[src/rtl/dp_alu.sv]
module dp_alu #(
  parameter int W = 32
) (
  input  logic         clk,
  input  logic         rst_n,
  input  logic         op_valid,
  input  logic [3:0]   opcode,
  input  logic [W-1:0] rn,
  input  logic [W-1:0] op2,
  input  logic [3:0]   nzcv_in,
  input  logic         shift_cout,
  input  logic         set_flags,
  output logic         out_valid,
  output logic [W-1:0] res,
  output logic         res_we,
  output logic [3:0]   nzcv_out,
  output logic         flags_we
);
  localparam int MSB = W - 1;

  logic         is_cmp, is_arith, c_in;
  logic [W-1:0] x, y, lres, result;
  logic         cin;
  logic [W:0]   sum;
  logic         ovf, upd;
  logic [3:0]   nf;

  assign c_in     = nzcv_in[1];
  assign is_cmp   = opcode[3:2] == 2'b10;
  assign is_arith = is_cmp ? opcode[1] : (opcode[3:2] == 2'b01 || opcode[3:1] == 3'b001);

  always_comb begin
    x = rn; y = op2; cin = 1'b0;
    case (opcode)
      4'h2, 4'hA: begin x = rn;  y = ~op2; cin = 1'b1; end
      4'h6:       begin x = rn;  y = ~op2; cin = c_in; end
      4'h3:       begin x = op2; y = ~rn;  cin = 1'b1; end
      4'h7:       begin x = op2; y = ~rn;  cin = c_in; end
      4'h5:       begin x = rn;  y = op2;  cin = c_in; end
      default:    begin x = rn;  y = op2;  cin = 1'b0; end
    endcase
  end

  assign sum = {1'b0, x} + {1'b0, y} + {{W{1'b0}}, cin};
  assign ovf = (x[MSB] == y[MSB]) && (sum[MSB] != x[MSB]);

  always_comb begin
    case (opcode)
      4'h0, 4'h8: lres = rn & op2;
      4'h1, 4'h9: lres = rn ^ op2;
      4'hC:       lres = rn | op2;
      4'hD:       lres = op2;
      4'hE:       lres = rn & ~op2;
      default:    lres = ~op2;
    endcase
  end

  assign result = is_arith ? sum[MSB:0] : lres;
  assign upd    = set_flags | is_cmp;
  assign nf     = {result[MSB], result == '0,
                   is_arith ? sum[W] : shift_cout,
                   is_arith ? ovf : nzcv_in[0]};

  always_ff @(posedge clk) begin
    if (!rst_n) begin
      out_valid <= 1'b0;
      res       <= '0;
      res_we    <= 1'b0;
      nzcv_out  <= 4'h0;
      flags_we  <= 1'b0;
    end else begin
      out_valid <= op_valid;
      res_we    <= op_valid & ~is_cmp;
      flags_we  <= op_valid & upd;
      if (op_valid) begin
        res      <= result;
        nzcv_out <= upd ? nf : nzcv_in;
      end
    end
  end
endmodule


[config.mk]
export PLATFORM = sky130hd
export DESIGN_NAME = dp_alu
export DESIGN_NICKNAME = d
export VERILOG_FILES = /design/src/rtl/dp_alu.sv
export SDC_FILE = /design/constraint.sdc
export NUM_CORES = 1
export LEC_CHECK = 0
export BUFFER_PORTS_ARGS = -buffer_cell sky130_fd_sc_hd__buf_2
export CORE_AREA = 2 2 109 217
export DETAILED_ROUTE_END_ITERATION = 12
export DIE_AREA = 0 0 111 219
export PLACE_DENSITY = 0.55
export SYNTH_ARGS = -nofsm -noshare
export SYNTH_HDL_FRONTEND = slang
export SYNTH_SLANG_ARGS = --single-unit
[constraint.sdc]
create_clock -name clk -period 5.7 [get_ports clk]
set_input_delay 1.14 -clock clk [delete_from_list [all_inputs] [get_ports clk]]
set_output_delay 1.14 -clock clk [all_outputs]
set_load 0.02 [all_outputs]
==> out/metrics.cfg <==
[worst_setup_path]
cp_max_fo=32
r2r_start=nzcv_out[2]
worstSetupStartpointType=input port
required_ns=5.91
worstReg2RegEnd=nzcv_out[2]
arrival_ns=5.24
critPathKind=input port to flip-flop
r2r_cells=7
end_kind=flip-flop
reg2reg_slack_ns=3.90

[cts]
numClockSinks=39
htree_levels=2
insertion_delay_ns=0.28
post_cts_resized=0
clk_pin_slew_ns=0.06
post_cts_buffers=0
cts_buffers=5
clock-root-buffer=clkbuf_16
cts_tree=done
cts.path.max_buffers=2
cts_hold_buf=0

[timing]
setup_violations=0
slew_violations=0
relSlewSlack=0.310
fmax_mhz=199
tightest_slew_ns=1.03
finalClockSkew_ns=0
finalCriticalPeriod_ns=5.02
hold_viol_final=0
grt_setup_unrepaired=no
fin_crit_sh=0.882
setup_tns_ns=0

[job]
max_cap_violations=0

[synth]
synth_area_leader_cell=o21ai_0
synth_area_um2=6720
synth_edf_count=0
avgSynthCellArea_um2=6.44
post-synth-top-count-cell=o21ai_0
yosysTopAreaCellShare=0.122
async_flop_share=0
syn_nets=1186
synth.distinct_cells=79
yosys-top-cells-area=o21ai_0 12%, ha_1 12%, dfxtp_1 12%
syn_inst=1044
ys_warn_count=0
synth_seq_cells=39
yosys-top-cells-count=164 x o21ai_0, 136 x nand2_1, 86 x nor2_1
synthFlopType=dfxtp_1
yosysSeqAreaShare=0.116

[routing]
via_per_inst=5.73
drtIter0Drc=442
wl_um=29600
vias=8017
drc_errors=0
post_drt_wl_per_cell_um=21.2
first_pass_iters=5
ant_nets=0

[hold_path]
hold_class=flip-flop to flip-flop
min_to=res[20]
whs_path_depth=2
hp-start=res[20]

[floorplanning]
fp-row-count=78
die_x_um=111
start_util=0.298
dieHeight_um=219
core_um2=22500
io_pins=116
dieArea_um2=24300

[cells_and_area]
fillers=2475
regArea_um2=781
drive_gt1_frac=0.153
area_growth_pct=14.3
diodes=0
fin_cells=1400
multi_input_area_um2=5340
post-route-util=0.341
nNetsFinal=1261

[global_route]
grt_max_degree=63
first_global_vias=7955
grt_use_total=0.236
grt_overflow_total=0
antenna_found_initial=0
grt_first_pass_wirelength_um=44200

[status]
status=completed

[power]
peakVddDrop_mv=0.131
power_density_nw_per_um2=211
leakage_uw=0.00351

[placed_design]
dp_hpwl_um=23700
place.gp.congestion=0.991
io_buffers=115
dp.cells=1392

-- cell usage in the layout (no fill, tap or decap), drive strengths merged, types with 4 or more instances in the layout --
cell type / instances
mux2i: 8
o211ai: 7
o21ai: 177
o22ai: 7
nand4: 10
nor2b: 6
xor2: 23
nor2: 87
a22oi: 8
nand3: 38
nand2: 137
a211o: 6
a21oi: 83
o221ai: 8
a21o: 11
clkbuf: 6
or3: 6
or2: 4
buf: 135
a31oi: 13
inv: 79
a32oi: 7
nor3: 22
a311oi: 6
o211a: 4
nand2b: 7
and3: 6
dfxtp: 39
a211oi: 32
a221oi: 5
xnor2: 18
o21a: 6
o21bai: 4
ha: 63
-- worst max path at each step --
stage / depth (start not counted) / from / slack, ns / endpoint
6_report: 18 / opcode[3] / 0.68 / nzcv_out[2]
5_1_grt: 18 / opcode[3] / 0.36 / nzcv_out[2]
4_1_cts: 17 / opcode[3] / 0.72 / nzcv_out[2]
3_5_place_dp: 17 / opcode[3] / 0.43 / nzcv_out[2]
3_3_place_gp: 17 / opcode[3] / 0.53 / nzcv_out[2]
2_1_floorplan: 23 / opcode[0] / 0.16 / nzcv_out[2]
-- stage by stage --
step	instance area (um^2)	hold WS [ns]	worst slack (ns)	power [uW]
5_1_grt	7680	0.506	0.357	1720
4_1_cts	7680	0.480	0.720	1610
2_1_floorplan	6720	0.538	0.163	935
3_3_place_gp	7490	0.463	0.526	1250
3_5_place_dp	7490	0.468	0.427	1250
6_report	7680	0.474	0.675	1620
-- per-layer routing --
layer	global-route usage	wire length (um)
met1	0.198	9070
met2	0.477	16400
met3	0.0218	1070
met4	0.208	3070
met5	0	0
-- flip-flops by register name (all words and copies together), names as in the netlist --
register / count
nzcv_out: 4
flags_we: 1
res_we: 1
out_valid: 1
res: 32
-- layout make-up --
class,instances,share of cell area
timing repair buffer,135,0.0945
inverter,79,0.0386
tap,280,0.0456
clock buffer,6,0.0168
sequential,39,0.102
multi-input combinational,859,0.695
clock inverter,2,0.00782
-- cell families (layout without fill, tap and decap cells) --
group	after synthesis	count (layout)	share of synthesized area
AO/OA/AOI/OAI	404	404	0.372
buffers and inverters	146	222	0.0914
XOR/XNOR	41	41	0.0534
AND/OR/NAND/NOR	339	339	0.229
flip-flops	39	39	0.116
adder cells (fa/ha/maj)	65	65	0.123
multiplexers	10	10	0.0153
-- power breakdown --
group	switching [uW]	total (uW)	internal, uW
clock	109	360	251
combinational	616	941	325
sequential	16.3	316	300
total	741	1620	876
-- critical path: stages --
cell and delay [ns]:
buf_2 0.22, nand2_1 0.11, and3_1 0.20, buf_4 0.25
a211oi_1 0.33, fa_1 0.25, inv_1 0.06, fa_1 0.52
a211oi_2 0.34, o211ai_1 0.19, nand3_1 0.17, nand3_1 0.18
o22ai_1 0.20, xor2_1 0.16, o21ai_0 0.27, nor4_2 0.35
nand4_1 0.12, o21ai_1 0.17
Note: power is estimated with default switching activity, not from simulation.
